$ cat config.mk
export PLATFORM = sky130hd
export DESIGN_NAME = tw_serial_target
export DESIGN_NICKNAME = d
export VERILOG_FILES = /design/src/rtl/tw_pkg.sv /design/src/rtl/tw_sync.sv /design/src/rtl/tw_rdpipe.sv /design/src/rtl/tw_stage_buf.sv /design/src/rtl/tw_serial_target.sv
export SDC_FILE = /design/constraint.sdc
export NUM_CORES = 1
export LEC_CHECK = 0
export ABC_AREA = 1
export ABC_CLOCK_PERIOD_IN_PS = 2150
export BUFFER_PORTS_ARGS = -buffer_cell sky130_fd_sc_hd__buf_4
export CAP_MARGIN = 20
export CELL_PAD_IN_SITES_DETAIL_PLACEMENT = 1
export CELL_PAD_IN_SITES_GLOBAL_PLACEMENT = 1
export CORE_ASPECT_RATIO = 2
export CORE_UTILIZATION = 47
export DETAILED_ROUTE_END_ITERATION = 8
export GPL_TIMING_DRIVEN = 0
export HOLD_SLACK_MARGIN = 0.05
export PLACE_DENSITY = 0.85
export SYNTH_ARGS = -nofsm -noshare
export SYNTH_HDL_FRONTEND = slang
export SYNTH_SLANG_ARGS = --single-unit
$ cat constraint.sdc
create_clock -name clk -period 2.15 [get_ports clk]
set_clock_uncertainty 0.1 [all_clocks]
set_input_delay 0.43 -clock clk [delete_from_list [all_inputs] [get_ports clk]]
set_output_delay 0.43 -clock clk [all_outputs]
set_load 0.1 [all_outputs]
$ cat src/rtl/tw_pkg.sv
package tw_pkg;

  typedef enum logic [2:0] {
    ST_IDLE,
    ST_CMD,
    ST_WR,
    ST_RD,
    ST_DONE
  } tw_state_e;

  // Field order follows the command byte, bit 7 down to bit 0.
  typedef struct packed {
    logic       wr_ok;
    logic       ram;
    logic [4:0] addr;
    logic       rd;
  } tw_cmd_t;

endpackage

$ cat src/rtl/tw_sync.sv
module tw_sync #(
  parameter int STAGES = 2,
  parameter int W      = 3
) (
  input  logic         clk,
  input  logic         rst,
  input  logic [W-1:0] async_i,
  output logic [W-1:0] lvl_o
);
  logic [STAGES-1:0][W-1:0] stg;

  always_ff @(posedge clk) begin
    if (rst) begin
      stg <= '0;
    end else begin
      stg[0] <= async_i;
      for (int s = 1; s < STAGES; s++) stg[s] <= stg[s-1];
    end
  end

  assign lvl_o = stg[STAGES-1];
endmodule

$ cat src/rtl/tw_rdpipe.sv
module tw_rdpipe #(
  parameter int LAT = 1
) (
  input  logic clk,
  input  logic rst,
  input  logic req_i,
  output logic vld_o
);
  if (LAT == 0) begin : g_zero
    assign vld_o = req_i;
  end else begin : g_pipe
    logic [LAT-1:0] sh;
    always_ff @(posedge clk) begin
      if (rst) begin
        sh <= '0;
      end else begin
        sh[0] <= req_i;
        for (int i = 1; i < LAT; i++) sh[i] <= sh[i-1];
      end
    end
    assign vld_o = sh[LAT-1];
  end
endmodule

$ cat src/rtl/tw_stage_buf.sv
module tw_stage_buf #(
  parameter int DW    = 8,
  parameter int DEPTH = 8,
  parameter int IW    = $clog2(DEPTH)
) (
  input  logic          clk,
  input  logic          we,
  input  logic [IW-1:0] waddr,
  input  logic [DW-1:0] wdata,
  input  logic [IW-1:0] raddr,
  output logic [DW-1:0] rdata
);
  logic [DW-1:0] mem [DEPTH];

  always_ff @(posedge clk) begin
    if (we) mem[waddr] <= wdata;
    rdata <= mem[raddr];
  end
endmodule

$ cat src/rtl/tw_serial_target.sv
module tw_serial_target #(
  parameter int DW          = 8,
  parameter int AW          = 5,
  parameter int CLK_REGS    = 9,
  parameter int CTRL_LOC    = 7,
  parameter int CLK_BURST   = 8,
  parameter int RAM_WORDS   = 31,
  parameter int SYNC_STAGES = 2,
  parameter int RD_LAT      = 1
) (
  input  logic          clk,
  input  logic          rst,
  input  logic          xfer_en,
  input  logic          ser_clk,
  input  logic          ser_din,
  output logic          ser_dout,
  output logic          ser_doe,
  output logic          bank_rd,
  output logic          bank_wr,
  output logic          bank_ram,
  output logic [AW-1:0] bank_addr,
  output logic [DW-1:0] bank_wdata,
  input  logic [DW-1:0] bank_rdata
);
  import tw_pkg::*;

  localparam int            BW         = $clog2(DW);
  localparam int            SW         = $clog2(CLK_BURST);
  localparam logic [BW-1:0] BIT_LAST   = BW'(DW - 1);
  localparam logic [AW-1:0] BURST_LOC  = '1;
  localparam logic [AW-1:0] CTRL_A     = AW'(CTRL_LOC);
  localparam logic [AW-1:0] CLK_TOP    = AW'(CLK_REGS - 1);
  localparam logic [AW-1:0] CLK_LAST   = AW'(CLK_BURST - 1);
  localparam logic [AW-1:0] RAM_LAST   = AW'(RAM_WORDS - 1);
  localparam logic [SW-1:0] STG_LAST   = SW'(CLK_BURST - 1);

  // input oversampling
  logic [2:0] lvl;
  logic       ce_s, sclk_s, dio_s, sclk_prev, sclk_r, sclk_f;

  tw_sync #(.STAGES(SYNC_STAGES), .W(3)) u_sync (
    .clk(clk), .rst(rst),
    .async_i({ser_din, ser_clk, xfer_en}),
    .lvl_o(lvl)
  );

  assign ce_s   = lvl[0];
  assign sclk_s = lvl[1];
  assign dio_s  = lvl[2];

  always_ff @(posedge clk) begin
    if (rst) sclk_prev <= 1'b0;
    else     sclk_prev <= sclk_s;
  end

  assign sclk_r = sclk_s & ~sclk_prev;
  assign sclk_f = ~sclk_s & sclk_prev;

  // state
  tw_state_e     state;
  logic [DW-2:0] shreg;
  logic [DW-1:0] nxt_byte, txbuf, wdata_q;
  logic [BW-1:0] bitcnt;
  logic [AW-1:0] cur_addr, nxt_addr, fetch_addr, addr_q;
  logic          sp_ram_q, wr_ok_q, burst_q, burst_wp_q, wp_q;
  logic          dout_q, oe_q, rd_q, wr_q, ram_q, fetch_go, rd_vld;
  logic          stg_we;
  logic [SW-1:0] stg_waddr, cm_idx, cm_ridx;
  logic [DW-1:0] stg_wdata, stg_rdata;
  logic          cm_act, cm_rvld;
  tw_cmd_t       cmd_in;
  logic          is_burst;

  assign nxt_byte = {dio_s, shreg};
  assign cmd_in   = tw_cmd_t'(nxt_byte[7:0]);
  assign is_burst = (cmd_in.addr == BURST_LOC);
  assign nxt_addr = (cur_addr == (sp_ram_q ? RAM_LAST : CLK_LAST)) ? '0 : cur_addr + 1'b1;

  function automatic logic has_store(input logic sp, input logic [AW-1:0] a);
    if (sp) return (a <= RAM_LAST);
    return (a <= CLK_TOP) && (a != CTRL_A);
  endfunction

  tw_rdpipe #(.LAT(RD_LAT)) u_rdpipe (
    .clk(clk), .rst(rst), .req_i(rd_q), .vld_o(rd_vld)
  );

  tw_stage_buf #(.DW(DW), .DEPTH(CLK_BURST), .IW(SW)) u_stage (
    .clk(clk), .we(stg_we), .waddr(stg_waddr), .wdata(stg_wdata),
    .raddr(cm_idx), .rdata(stg_rdata)
  );

  always_ff @(posedge clk) begin
    if (rst) begin
      state      <= ST_IDLE;
      shreg      <= '0;
      bitcnt     <= '0;
      cur_addr   <= '0;
      sp_ram_q   <= 1'b0;
      wr_ok_q    <= 1'b0;
      burst_q    <= 1'b0;
      burst_wp_q <= 1'b0;
      wp_q       <= 1'b1;
      txbuf      <= '0;
      dout_q     <= 1'b0;
      oe_q       <= 1'b0;
      rd_q       <= 1'b0;
      wr_q       <= 1'b0;
      addr_q     <= '0;
      ram_q      <= 1'b0;
      wdata_q    <= '0;
      fetch_go   <= 1'b0;
      fetch_addr <= '0;
      stg_we     <= 1'b0;
      stg_waddr  <= '0;
      stg_wdata  <= '0;
      cm_act     <= 1'b0;
      cm_idx     <= '0;
      cm_rvld    <= 1'b0;
      cm_ridx    <= '0;
    end else begin
      rd_q     <= 1'b0;
      wr_q     <= 1'b0;
      stg_we   <= 1'b0;
      fetch_go <= 1'b0;

      // read return and fetch-ahead
      if (rd_vld) txbuf <= bank_rdata;
      if (fetch_go) begin
        if (has_store(sp_ram_q, fetch_addr)) begin
          rd_q   <= 1'b1;
          addr_q <= fetch_addr;
          ram_q  <= sp_ram_q;
        end else if (!sp_ram_q && fetch_addr == CTRL_A) begin
          txbuf <= {wp_q, {(DW-1){1'b0}}};
        end else begin
          txbuf <= '0;
        end
      end

      // staged clock-burst commit, control byte last
      cm_rvld <= cm_act;
      cm_ridx <= cm_idx;
      if (cm_act) begin
        cm_idx <= cm_idx + 1'b1;
        if (cm_idx == STG_LAST) cm_act <= 1'b0;
      end
      if (cm_rvld) begin
        if (AW'(cm_ridx) == CTRL_A) begin
          wp_q <= stg_rdata[DW-1];
        end else begin
          wr_q    <= 1'b1;
          addr_q  <= AW'(cm_ridx);
          ram_q   <= 1'b0;
          wdata_q <= stg_rdata;
        end
      end

      // serial protocol
      if (!ce_s) begin
        state <= ST_IDLE;
        oe_q  <= 1'b0;
      end else begin
        case (state)
          ST_IDLE: begin
            state  <= ST_CMD;
            bitcnt <= '0;
          end
          ST_CMD: if (sclk_r) begin
            shreg  <= nxt_byte[DW-1:1];
            bitcnt <= bitcnt + 1'b1;
            if (bitcnt == BIT_LAST) begin
              wr_ok_q    <= cmd_in.wr_ok;
              sp_ram_q   <= cmd_in.ram;
              burst_q    <= is_burst;
              burst_wp_q <= wp_q;
              cur_addr   <= is_burst ? '0 : cmd_in.addr;
              bitcnt     <= '0;
              if (cmd_in.rd) begin
                state      <= ST_RD;
                fetch_go   <= 1'b1;
                fetch_addr <= is_burst ? '0 : cmd_in.addr;
              end else begin
                state <= ST_WR;
              end
            end
          end
          ST_RD: begin
            if (sclk_f) begin
              oe_q   <= 1'b1;
              dout_q <= txbuf[bitcnt];
            end
            if (sclk_r) begin
              oe_q   <= 1'b0;
              bitcnt <= bitcnt + 1'b1;
              if (bitcnt == BIT_LAST && burst_q) begin
                cur_addr   <= nxt_addr;
                fetch_go   <= 1'b1;
                fetch_addr <= nxt_addr;
              end
            end
          end
          ST_WR: if (sclk_r) begin
            shreg  <= nxt_byte[DW-1:1];
            bitcnt <= bitcnt + 1'b1;
            if (bitcnt == BIT_LAST) begin
              if (!burst_q) begin
                state <= ST_DONE;
                if (wr_ok_q) begin
                  if (!sp_ram_q && cur_addr == CTRL_A) begin
                    wp_q <= nxt_byte[DW-1];
                  end else if (!wp_q && has_store(sp_ram_q, cur_addr)) begin
                    wr_q    <= 1'b1;
                    addr_q  <= cur_addr;
                    ram_q   <= sp_ram_q;
                    wdata_q <= nxt_byte;
                  end
                end
              end else if (sp_ram_q) begin
                if (wr_ok_q && !wp_q) begin
                  wr_q    <= 1'b1;
                  addr_q  <= cur_addr;
                  ram_q   <= 1'b1;
                  wdata_q <= nxt_byte;
                end
                if (cur_addr == RAM_LAST) state <= ST_DONE;
                else                      cur_addr <= cur_addr + 1'b1;
              end else begin
                stg_we    <= 1'b1;
                stg_waddr <= cur_addr[SW-1:0];
                stg_wdata <= nxt_byte;
                if (cur_addr == CLK_LAST) begin
                  state <= ST_DONE;
                  if (wr_ok_q && !burst_wp_q) begin
                    cm_act <= 1'b1;
                    cm_idx <= '0;
                  end
                end else begin
                  cur_addr <= cur_addr + 1'b1;
                end
              end
            end
          end
          ST_DONE: ;
          default: state <= ST_IDLE;
        endcase
      end
    end
  end

  assign ser_dout   = dout_q;
  assign ser_doe    = oe_q;
  assign bank_rd    = rd_q;
  assign bank_wr    = wr_q;
  assign bank_ram   = ram_q;
  assign bank_addr  = addr_q;
  assign bank_wdata = wdata_q;
endmodule

==> results.cfg <==
[route]
drc_errors = 0
routed_wl_mm = 20.3
ant_nets = 0
dr_wl_met2_mm = 11.7
drt_iter0_drc = 294
first_pass_iters = 4
route.met3.wl_um = 612
wl_met1_mm = 6.34
routedWlPerCell_um = 21.2
num_vias = 5554
avgViaCountPerCell = 5.79
highest_layer = met4

[power]
p_leak_nw = 2.88
irDropWorstVdd_mv = 0.544
p_per_area_nw_per_um2 = 810
total_power_mw = 6.14

[floorplan]
initial_core_util_pct = 48.4
core_um2 = 13400
die_area_um2 = 14300
io_pins = 31
die_w_um = 85.1
die_h_um = 168
row_count = 60

[placed_design]
dp_hpwl_mm = 15.1
dpl.cell_count = 924
dp_slack_ps = -51.1
gp_congestion = 0.931
portBuffers = 30
placed_cell_area_um2 = 6920

[setup_path]
regToRegSetupSlack_ps = 110
critPathMaxFanout = 7
cp_slowest_cell = dfxtp_2
critPathRequiredTime_ps = 2370
path_cells = ha_1 -> ha_2 -> inv_1 -> nor2_1 -> nand2_1 -> a21oi_2 -> nand2_4 -> buf_4 -> o21ai_2 -> a21oi_1
critPathLaunchType = register
crit_path_end_kind = register
criticalPathCategory = reg -> reg
slowest_delay_ps = 380
worstPathArrival_ps = 2260

[global_routing]
grt_use_total_pct = 28.8
grt_antenna_before_repair = 0
grt_pass1_vias = 6164
overflow = 0
grt_pass1_wl_mm = 30.5
grt_start_max_net_pins = 18

[layout]
layout-drive-gt1-share_pct = 12.8
fin_cells = 960
antenna_cells = 0
final_area_um2 = 7580
nNetsFinal = 813
post-route-util_pct = 56.4
syn_to_final_growth_pct = 16.7
final_common_cell = nor2_1
final_cell_mix = 138 x nor2_1, 96 x nand2_1, 88 x dfxtp_1, 71 x o21ai_0
fill_cells = 1547

[outcome]
status = complete, no violations

[logic_synthesis]
synth_edf_count = 64
syn_inst = 739
async_flop_share_pct = 0
synth_ff_type = dfxtp_1
ys_seq_elements = 155
avgSynthCellArea_um2 = 8.79
synthDistinctLibCells = 43
synth.yosys.seq_area_share_pct = 57.6
synthesis.nets = 760
ys_warn_count = 0
synth_area_um2 = 6500

[cts]
ctsLongestPathBuffers = 2
cts-hold-fix-buffers = 0
cts_buffers = 17
clk_pin_slew_worst_paths_ps = 70
cts_tree = done
htree_levels = 4
cts_sinks = 155
cts_root_buffer = clkbuf_16
clk_latency_ps = 430

[timing]
hold_viol = 0
drv_slew = 0
slew_headroom_pct = 29.1
fin_tns_setup_ps = 0
holdWs_ps = 109
fin_crit_sh_pct = 95.1
setup_slack_ps = 105
fmax_ghz = 0.489
tightest_slew_ps = 1060
final-setup-viol-count = 0
fin_crit_ps = 2040

[job]
cap_violations = 0

[hold_path]
hp-class = in -> reg
synth_stat cells (2+ instances only):
cell | count | area, µm²
o22ai_1 | 11 | 68.8
o211a_1 | 3 | 30.0
nand2_1 | 97 | 364
a211oi_1 | 3 | 22.5
nand2_2 | 3 | 18.8
clkbuf_1 | 17 | 63.8
xor2_1 | 2 | 17.5
o211ai_1 | 3 | 22.5
o21ai_0 | 73 | 365
nor2_2 | 2 | 12.5
inv_1 | 64 | 240
ha_1 | 8 | 100
a21oi_1 | 53 | 265
nand4_1 | 6 | 37.5
edfxtp_1 | 64 | 1920
a31oi_1 | 9 | 56.3
nor2_1 | 138 | 518
mux2i_1 | 6 | 60.1
dfxtp_1 | 91 | 1820
buf_1 | 3 | 11.3
nor3_1 | 3 | 15.0
nand3_1 | 49 | 245
inv_2 | 7 | 26.3
buf_2 | 4 | 20.0
nor2_4 | 2 | 22.5
per-layer routing:
metal  global-route usage, %  up-vias
met3                    5.15      100
met4                    24.5        0
met5                       0        -
met1                    21.7     2685
met2                    58.5      169
li1                        -     2600
sequential cells by signal (all words and copies together) (netlist names), 3 cells and up:
signal         flops
bank_wdata         8
bank_addr          5
stg_waddr          3
u_sync.stg         3
u_stage.rdata      8
fetch_addr         5
stg_wdata          8
shreg              7
u_stage.mem       64
cm_ridx            3
txbuf              8
cur_addr           5
u_sync.lvl_o       3
state              3
bitcnt             3
cm_idx             3
final cells by class:
class	count	area [µm²]	area share, %
Tap cell	155	194	2.56
Buffer	25	111	1.47
Inverter	73	277	3.65
Clock inverter	14	151	2.00
Timing Repair Buffer	34	255	3.37
Sequential cell	155	3750	49.5
Multi-Input combinational cell	486	2390	31.6
Clock buffer	18	450	5.94
final timing paths:
check / from / to / cells after the start
max: bitcnt[1] / bank_addr[1] / 10
min: ser_din / u_sync.stg[2] / 3
max reg2reg: bitcnt[1] / bank_addr[1] / 10
min reg2reg: u_sync.stg[0] / u_sync.lvl_o[0] / 2
worst max-delay path: cells and delay by family, from the launching register on:
| family | cells | cell delay (ps) |
|---|---|---|
| adders and majority gates | 2 | 410 |
| buffers and inverters | 2 | 240 |
| DFF | 1 | 380 |
| and+or+nand+nor | 3 | 360 |
| AOI/OAI and AO/OA | 3 | 460 |
cell families after synthesis:
| logic type | after synthesis | share of synthesized area [%] |
|---|---|---|
| and+or+nand+nor | 305 | 19.6 |
| adders and majority gates | 8 | 1.54 |
| buffers and inverters | 98 | 5.87 |
| AOI/OAI and AO/OA | 163 | 13.9 |
| muxes | 7 | 1.10 |
| xor gates and xnor gates | 3 | 0.404 |
| DFF | 155 | 57.6 |
report_power, final:
part	internal, mW	switching (mW)	total, mW
Sequential	3.04	0.00621	3.05
Clock	1.62	1.38	3.00
Combinational	0.0298	0.0617	0.0915
what timing repair did:
action                                  4_1_cts  5_1_grt
hold endpoints to repair                      0        0
endpoints found under the setup margin       11       33
setup buffers                                 0        4
pin swaps                                     0        1
gates resized for setup                       4       13
Power figures use the tool's default switching activity.
